### config.mk
export PLATFORM = sky130hd
export DESIGN_NAME = color_matrix
export DESIGN_NICKNAME = d
export VERILOG_FILES = /design/src/rtl/ccm_pkg.sv /design/src/rtl/ccm_regs.sv /design/src/rtl/ccm_frame_ctr.sv /design/src/rtl/ccm_mac.sv /design/src/rtl/color_matrix.sv
export SDC_FILE = /design/constraint.sdc
export NUM_CORES = 2
export LEC_CHECK = 0
export ABC_AREA = 1
export CAP_MARGIN = 25
export CORE_MARGIN = 1.5
export CORE_UTILIZATION = 35
export DETAILED_ROUTE_END_ITERATION = 10
export PLACE_DENSITY = 0.51
export SETUP_SLACK_MARGIN = 0.02
export SYNTH_ARGS = -nofsm -noshare
export SYNTH_HDL_FRONTEND = slang
export SYNTH_SLANG_ARGS = --single-unit
export TNS_END_PERCENT = 1
### constraint.sdc
create_clock -name clk_i -period 28.8 [get_ports clk_i]
set_clock_uncertainty 0.2 [all_clocks]
set_input_delay 4.32 -clock clk_i [delete_from_list [all_inputs] [get_ports clk_i]]
set_output_delay 4.32 -clock clk_i [all_outputs]
set_load 0.1 [all_outputs]
### src/rtl/ccm_pkg.sv
package ccm_pkg;
  localparam int unsigned NCH   = 3;
  localparam int unsigned NCOEF = NCH * NCH;

  localparam logic [7:0] OFS_RUN   = 8'h00;
  localparam logic [7:0] OFS_CFG   = 8'h20;
  localparam logic [7:0] OFS_SIZE  = 8'h30;
  localparam logic [7:0] OFS_COEF0 = 8'h80;

  // field order matches register bit positions 3..0
  typedef struct packed {
    logic clip;
    logic gamma_off;
    logic engine;
    logic relay;
  } cfg_t;
endpackage

### src/rtl/ccm_regs.sv
module ccm_regs
  import ccm_pkg::*;
#(
  parameter int unsigned ADDR_W = 8,
  parameter int unsigned COEF_W = 12,
  parameter int unsigned FRAC_W = 10,
  parameter int unsigned DIM_W  = 16
) (
  input  logic                          clk_i,
  input  logic                          rst_ni,
  input  logic                          we_i,
  input  logic [ADDR_W-1:0]             addr_i,
  input  logic [31:0]                   wdata_i,
  output logic [31:0]                   rdata_o,
  input  logic                          frame_start_i,
  output logic                          run_o,
  output cfg_t                          cfg_o,
  output logic [DIM_W-1:0]              width_o,
  output logic [DIM_W-1:0]              height_o,
  output logic [NCOEF-1:0][COEF_W-1:0]  staged_o,
  output logic [NCOEF-1:0][COEF_W-1:0]  active_o
);
  localparam logic [COEF_W-1:0] UNITY = COEF_W'(1) << FRAC_W;

  function automatic logic [ADDR_W-1:0] coef_addr(input int unsigned k);
    return ADDR_W'(OFS_COEF0) + ADDR_W'(4 * (k / 2));
  endfunction

  function automatic logic [COEF_W-1:0] ident(input int unsigned k);
    return (k % (NCH + 1) == 0) ? UNITY : '0;
  endfunction

  always_ff @(posedge clk_i or negedge rst_ni) begin
    if (!rst_ni) begin
      run_o    <= 1'b0;
      cfg_o    <= '0;
      width_o  <= '0;
      height_o <= '0;
      for (int unsigned k = 0; k < NCOEF; k++) begin
        staged_o[k] <= ident(k);
        active_o[k] <= ident(k);
      end
    end else begin
      if (we_i) begin
        if (addr_i == ADDR_W'(OFS_RUN))  run_o <= wdata_i[0];
        if (addr_i == ADDR_W'(OFS_CFG))  cfg_o <= cfg_t'(wdata_i[3:0]);
        if (addr_i == ADDR_W'(OFS_SIZE)) begin
          height_o <= wdata_i[16 +: DIM_W];
          width_o  <= wdata_i[0 +: DIM_W];
        end
        for (int unsigned k = 0; k < NCOEF; k++) begin
          if (addr_i == coef_addr(k)) begin
            if (k % 2 == 0) staged_o[k] <= wdata_i[16 +: COEF_W];
            else            staged_o[k] <= wdata_i[0 +: COEF_W];
          end
        end
      end
      if (frame_start_i) active_o <= staged_o;
    end
  end

  always_comb begin
    rdata_o = '0;
    if (addr_i == ADDR_W'(OFS_RUN)) rdata_o[0] = run_o;
    if (addr_i == ADDR_W'(OFS_CFG)) rdata_o[3:0] = cfg_o;
    if (addr_i == ADDR_W'(OFS_SIZE)) begin
      rdata_o[16 +: DIM_W] = height_o;
      rdata_o[0 +: DIM_W]  = width_o;
    end
    for (int unsigned k = 0; k < NCOEF; k++) begin
      if (addr_i == coef_addr(k)) begin
        if (k % 2 == 0) rdata_o[16 +: COEF_W] = staged_o[k];
        else            rdata_o[0 +: COEF_W]  = staged_o[k];
      end
    end
  end
endmodule

### src/rtl/ccm_frame_ctr.sv
module ccm_frame_ctr #(
  parameter int unsigned DIM_W = 16
) (
  input  logic             clk_i,
  input  logic             rst_ni,
  input  logic             run_i,
  input  logic             accept_i,
  input  logic [DIM_W-1:0] width_i,
  input  logic [DIM_W-1:0] height_i,
  output logic             first_o
);
  localparam int unsigned CNT_W = 2 * DIM_W + 1;

  logic [CNT_W-1:0] cnt_q, total, cnt_inc;

  assign total   = CNT_W'(width_i) * CNT_W'(height_i);
  assign cnt_inc = cnt_q + CNT_W'(1);
  assign first_o = (cnt_q == '0);

  always_ff @(posedge clk_i or negedge rst_ni) begin
    if (!rst_ni)       cnt_q <= '0;
    else if (!run_i)   cnt_q <= '0;
    else if (accept_i) cnt_q <= (cnt_inc >= total) ? '0 : cnt_inc;
  end

  AST_IDLE_CLEAR: assert property (@(posedge clk_i) disable iff (!rst_ni)
    !run_i |=> first_o) else $error("count not cleared while stopped");
endmodule

### src/rtl/ccm_mac.sv
module ccm_mac
  import ccm_pkg::*;
#(
  parameter int unsigned PIX_W  = 10,
  parameter int unsigned COEF_W = 12,
  parameter int unsigned FRAC_W = 10
) (
  input  logic [NCH*PIX_W-1:0]         pix_i,
  input  logic [NCOEF-1:0][COEF_W-1:0] coef_i,
  input  logic                         bypass_i,
  input  logic                         clip_i,
  output logic [NCH*PIX_W-1:0]         res_o
);
  localparam int unsigned ACC_W = PIX_W + COEF_W + 2;
  localparam logic signed [ACC_W-1:0] RND_HALF = ACC_W'(2 ** (FRAC_W - 1));
  localparam logic signed [ACC_W-1:0] MAXV     = ACC_W'((2 ** PIX_W) - 1);

  for (genvar r = 0; r < NCH; r++) begin : g_row
    logic signed [ACC_W-1:0] acc, rnd;
    logic        [PIX_W-1:0] ch;

    always_comb begin
      logic [ACC_W-1:0] mag, px, prod;
      acc = '0;
      for (int unsigned j = 0; j < NCH; j++) begin
        mag  = ACC_W'(coef_i[r*NCH+j][COEF_W-2:0]);
        px   = ACC_W'(pix_i[(NCH-1-j)*PIX_W +: PIX_W]);
        prod = mag * px;
        if (coef_i[r*NCH+j][COEF_W-1]) acc = acc - $signed(prod);
        else                           acc = acc + $signed(prod);
      end
      rnd = (acc + RND_HALF) >>> FRAC_W;
      if (bypass_i)                  ch = pix_i[(NCH-1-r)*PIX_W +: PIX_W];
      else if (rnd[ACC_W-1])         ch = '0;
      else if (clip_i && rnd > MAXV) ch = MAXV[PIX_W-1:0];
      else                           ch = rnd[PIX_W-1:0];
    end

    assign res_o[(NCH-1-r)*PIX_W +: PIX_W] = ch;
  end
endmodule

### src/rtl/color_matrix.sv
module color_matrix
  import ccm_pkg::*;
#(
  parameter int unsigned ADDR_W = 8,
  parameter int unsigned PIX_W  = 10,
  parameter int unsigned COEF_W = 12,
  parameter int unsigned FRAC_W = 10,
  parameter int unsigned DIM_W  = 16
) (
  input  logic                 clk_i,
  input  logic                 rst_ni,
  input  logic                 reg_we_i,
  input  logic [ADDR_W-1:0]    reg_addr_i,
  input  logic [31:0]          reg_wdata_i,
  output logic [31:0]          reg_rdata_o,
  input  logic                 in_valid_i,
  output logic                 in_ready_o,
  input  logic [NCH*PIX_W-1:0] in_data_i,
  output logic                 out_valid_o,
  input  logic                 out_ready_i,
  output logic [NCH*PIX_W-1:0] out_data_o
);
  localparam int unsigned DATA_W = NCH * PIX_W;

  logic                        run, first, accept, bypass, vld_q;
  cfg_t                        cfg;
  logic [DIM_W-1:0]            width, height;
  logic [NCOEF-1:0][COEF_W-1:0] staged, active, coef_sel;
  logic [DATA_W-1:0]           res, dat_q;

  assign in_ready_o  = run && (!vld_q || out_ready_i);
  assign accept      = in_valid_i && in_ready_o;
  assign out_valid_o = vld_q && run;
  assign out_data_o  = dat_q;
  assign bypass      = cfg.relay || !cfg.engine;
  // first pixel of a frame already uses the staged set
  assign coef_sel    = first ? staged : active;

  ccm_regs #(
    .ADDR_W(ADDR_W), .COEF_W(COEF_W), .FRAC_W(FRAC_W), .DIM_W(DIM_W)
  ) u_regs (
    .clk_i        (clk_i),
    .rst_ni       (rst_ni),
    .we_i         (reg_we_i),
    .addr_i       (reg_addr_i),
    .wdata_i      (reg_wdata_i),
    .rdata_o      (reg_rdata_o),
    .frame_start_i(accept && first),
    .run_o        (run),
    .cfg_o        (cfg),
    .width_o      (width),
    .height_o     (height),
    .staged_o     (staged),
    .active_o     (active)
  );

  ccm_frame_ctr #(.DIM_W(DIM_W)) u_frame (
    .clk_i   (clk_i),
    .rst_ni  (rst_ni),
    .run_i   (run),
    .accept_i(accept),
    .width_i (width),
    .height_i(height),
    .first_o (first)
  );

  ccm_mac #(.PIX_W(PIX_W), .COEF_W(COEF_W), .FRAC_W(FRAC_W)) u_mac (
    .pix_i   (in_data_i),
    .coef_i  (coef_sel),
    .bypass_i(bypass),
    .clip_i  (cfg.clip),
    .res_o   (res)
  );

  always_ff @(posedge clk_i or negedge rst_ni) begin
    if (!rst_ni) begin
      vld_q <= 1'b0;
      dat_q <= '0;
    end else begin
      if (!run)            vld_q <= 1'b0;
      else if (in_ready_o) vld_q <= in_valid_i;
      if (accept) dat_q <= res;
    end
  end

  AST_STALL_HOLD: assert property (@(posedge clk_i) disable iff (!rst_ni)
    out_valid_o && !out_ready_i |=> $stable(out_data_o)) else $error("stalled data moved");
  AST_ACCEPT_SHOWS: assert property (@(posedge clk_i) disable iff (!rst_ni)
    accept |=> out_valid_o || !run) else $error("accepted pixel lost");
  AST_OFF_QUIET: assert property (@(posedge clk_i) disable iff (!rst_ni)
    !run |-> !in_ready_o && !out_valid_o) else $error("active while stopped");
  AST_BYPASS_PASS: assert property (@(posedge clk_i) disable iff (!rst_ni)
    accept && bypass |=> out_data_o == $past(in_data_i)) else $error("bypass altered pixel");
endmodule

==> impl_metrics.py <==
metrics = {
    "setup_path": {
        "setup.worst_path.end_class": "flop",
        "r2r_start": "u_frame.cnt_q[0]$_DFFE_PN0P_",
        "reg2reg_to": "out_data_o[14]$_DFFE_PN0P_",
        "cpPeakStageDelay_ns": 0.54,
        "worst-setup-path-type": "in2reg",
        "r2r_slack_ns": 15.95,
        "arrival_ns": 14.63,
        "crit_start": "in_data_i[13]",
        "cp_max_fo": 26,
        "r2r_cells": 51,
        "crit_slowest_cell": "fa_1",
        "critPathCapture": "out_data_o[7]$_DFFE_PN0P_",
        "required_ns": 29.16,
        "start_kind": "primary input",
        "cp_common_cell": "nand2_1",
    },
    "pwr": {
        "vdd_drop_max_mv": 0.1617,
        "power.density_mw_per_mm2": 104.4,
        "p_leak_nw": 40.90,
    },
    "timing": {
        "fin_crit_ns": 14.27,
        "fin_ws_ns": 14.53,
        "period_share": 0.4955,
        "rsz0062_at_grt": "false",
        "tightest_slew_ns": 1.259,
        "fmax_mhz": 70.08,
        "timing.slew.headroom": 0.1608,
        "tns_ns": 0,
        "finalSetupViolCount": 0,
        "drv_slew": 0,
        "hold_viol_final": 0,
    },
    "layout": {
        "syn_to_final_growth_pct": 9.134,
        "final_nets": 11270,
        "multi_input_area_sq_mm": 0.05313,
        "fill_cells": 20730,
        "postLayoutCoreUtil": 0.3851,
        "drive_gt1_frac": 0.04431,
        "regArea_sq_mm": 0.007940,
    },
    "worst_hold_path": {
        "hold_path.class": "reg2reg",
    },
    "synth": {
        "synth-xor-area-share": 0.05547,
        "synthTopCellsByCount": "nand2_1, inv_1, nor2_1, fa_1, ha_1",
        "post-synth-top-area-cell": "fa_1",
        "synth_cells": 9531,
        "ys_warn_count": 0,
        "yosysTopAreaCellShare": 0.2401,
        "syn_nets": 11220,
        "synth-seq-area-share": 0.1151,
        "netlist_area_sq_mm": 0.06895,
        "ys_ff_latch": 317,
        "synth.distinct_cells": 76,
        "synthMostInstantiatedCell": "nand2_1",
        "synth_edf_count": 0,
        "synth_ff_type": "dfrtp_1",
        "syn_area_per_cell_sq_um": 7.235,
        "async_reset_ff_frac": 1.000,
        "synth.top_cells.by_area": "fa_1, ha_1, nand2_1, dfrtp_1, inv_1",
        "synthAdderAreaFrac": 0.3833,
        "yosys.area_share.simple": 0.2274,
        "synth_top_family_by_area": "adder cells",
        "synthMuxAreaShare": 0.0008165,
        "synth_compound_area_frac": 0.1028,
    },
    "route": {
        "wirelength_um": 248700,
        "route.detailed.drc": 0,
        "drtPass1Iterations": 6,
        "dr_total_vias": 61910,
        "ant_nets": 0,
        "drtIter0Drc": 4197,
        "wl_per_cell_um": 20.32,
        "avgViaCountPerCell": 5.058,
    },
    "die": {
        "core-area_sq_mm": 0.1954,
        "die_w_um": 446.9,
        "rows": 162,
        "io_pins": 139,
        "start_util": 0.3529,
        "die_h_um": 446.9,
        "die_area_sq_mm": 0.1997,
    },
    "grt": {
        "antenna_found_initial": 4,
        "overflow": 0,
        "grt_max_degree": 105,
        "grt_usage": 0.2498,
        "grt_pass1_wl_um": 381400,
        "grt_pass1_vias": 62300,
    },
    "place": {
        "dpl_worst_slack_ns": 14.04,
        "port_buffers": 138,
        "gp_congestion": 0.9657,
        "dp_hpwl_um": 208100,
    },
    "clock_network": {
        "cts_tree": "done",
        "post_cts_resized": 0,
        "cts_root_buf": "clkbuf_16",
        "cts_buffers": 43,
        "cts-htree-levels": 2,
        "worstSkewPairLatency_ns": 0.64,
        "postCtsSetupBuffers": 0,
        "clk_pin_slew_worst_paths_ns": 0.06,
        "cts_sinks": 317,
        "clk_path_buf_depth": 3,
        "cts_hold_buf": 0,
    },
    "status": {
        "status": "finished, final reports clean",
    },
    "flow_run": {
        "cap_violations": 0,
    },
}
-- sequential cells by signal, summed over array words and instances (netlist names) --
signal           flops
u_regs.run_o         1
u_regs.height_o     16
u_regs.active_o    108
vld_q                1
u_regs.staged_o    108
u_regs.cfg_o         4
u_frame.cnt_q       33
out_data_o          30
u_regs.width_o      16
-- how the worst min path moves through the flow --
stage,cells past startpoint,to,start,slack [ns]
floorplan,2,u_regs.active_o[23]$_DFFE_PN0P_,u_regs.active_o[23]$_DFFE_PN0P_,0.25
global placement,2,u_regs.active_o[23]$_DFFE_PN0P_,u_regs.active_o[23]$_DFFE_PN0P_,0.26
detailed placement,2,u_regs.active_o[95]$_DFFE_PN0P_,u_regs.active_o[95]$_DFFE_PN0P_,0.27
CTS,2,u_regs.active_o[95]$_DFFE_PN0P_,u_regs.active_o[95]$_DFFE_PN0P_,0.28
global route,2,u_regs.active_o[68]$_DFFE_PN0P_,u_regs.active_o[68]$_DFFE_PN0P_,0.30
finish,2,u_regs.active_o[95]$_DFFE_PN0P_,u_regs.active_o[95]$_DFFE_PN0P_,0.28
-- critical path: cells and delay by family --
| family | cells | cell delay, ns |
|---|---|---|
| adder cells (fa/ha/maj) | 8 | 3.31 |
| AO/OA/AOI/OAI | 9 | 1.68 |
| buffers and inverters | 5 | 1.46 |
| AND/OR/NAND/NOR | 24 | 2.66 |
| XOR/XNOR | 3 | 1.17 |
-- layout by cell type, fill, tap and decap left out, types with 16 or more instances in the layout --
master	count
a21oi_1	567
inv_2	39
fa_1	827
ha_1	789
nand2_1	2152
xnor2_1	151
nand3b_1	37
nor2_1	998
nor2_4	17
o31ai_1	16
dfrtp_1	311
buf_4	118
nor4_1	24
o21ai_0	477
clkbuf_16	44
clkdlybuf4s50_1	137
nor3_1	89
xor2_1	282
a221oi_1	19
o21bai_1	28
nand2_2	55
nand4_1	63
o221ai_1	21
o21ai_1	23
nand3_1	254
a21o_1	21
inv_1	1783
-- area by class of cell --
cell class	instances	share of cell area
Antenna cell	1	0.00003325
Clock buffer	63	0.01664
Clock inverter	17	0.003375
Inverter	1837	0.09178
Multi-Input combinational cell	7115	0.7060
Sequential cell	317	0.1055
Tap cell	2624	0.04363
Timing Repair Buffer	266	0.03302
-- stage by stage --
stage / total power, W / hold WS, ns / area [sq um] / cells
2_1_floorplan: 0.005248 / 0.2457 / 68950 / 9531
3_5_place_dp: 0.007185 / 0.2666 / 73690 / 12160
3_3_place_gp: 0.007209 / 0.2605 / 73490 / 12140
5_1_grt: 0.008629 / 0.2987 / 75250 / 12240
6_report: 0.007859 / 0.2766 / 75250 / 12240
4_1_cts: 0.007828 / 0.2810 / 75200 / 12240
-- power breakdown --
part	switching, W	internal (W)	total [W]
sequential	0.0000493	0.000478	0.000527
combinational	0.00458	0.00217	0.00674
clock	0.000245	0.000342	0.000587
-- layer usage --
metal / track usage / share of wire / up-vias
li1: - / - / 29670
met1: 0.3393 / 0.45 / 30370
met2: 0.4189 / 0.47 / 1586
met3: 0.01866 / 0.043 / 273
met4: 0.08336 / 0.039 / 2
met5: 0 / 0.000028 / -
-- kinds of logic after synthesis --
group	count (synthesis)
simple gates	3773
buf+inv	2099
fa+ha+maj	1616
compound gates	1287
xor+xnor	435
flops	317
mux	4
No activity file was read; power rests on OpenSTA's default activity.
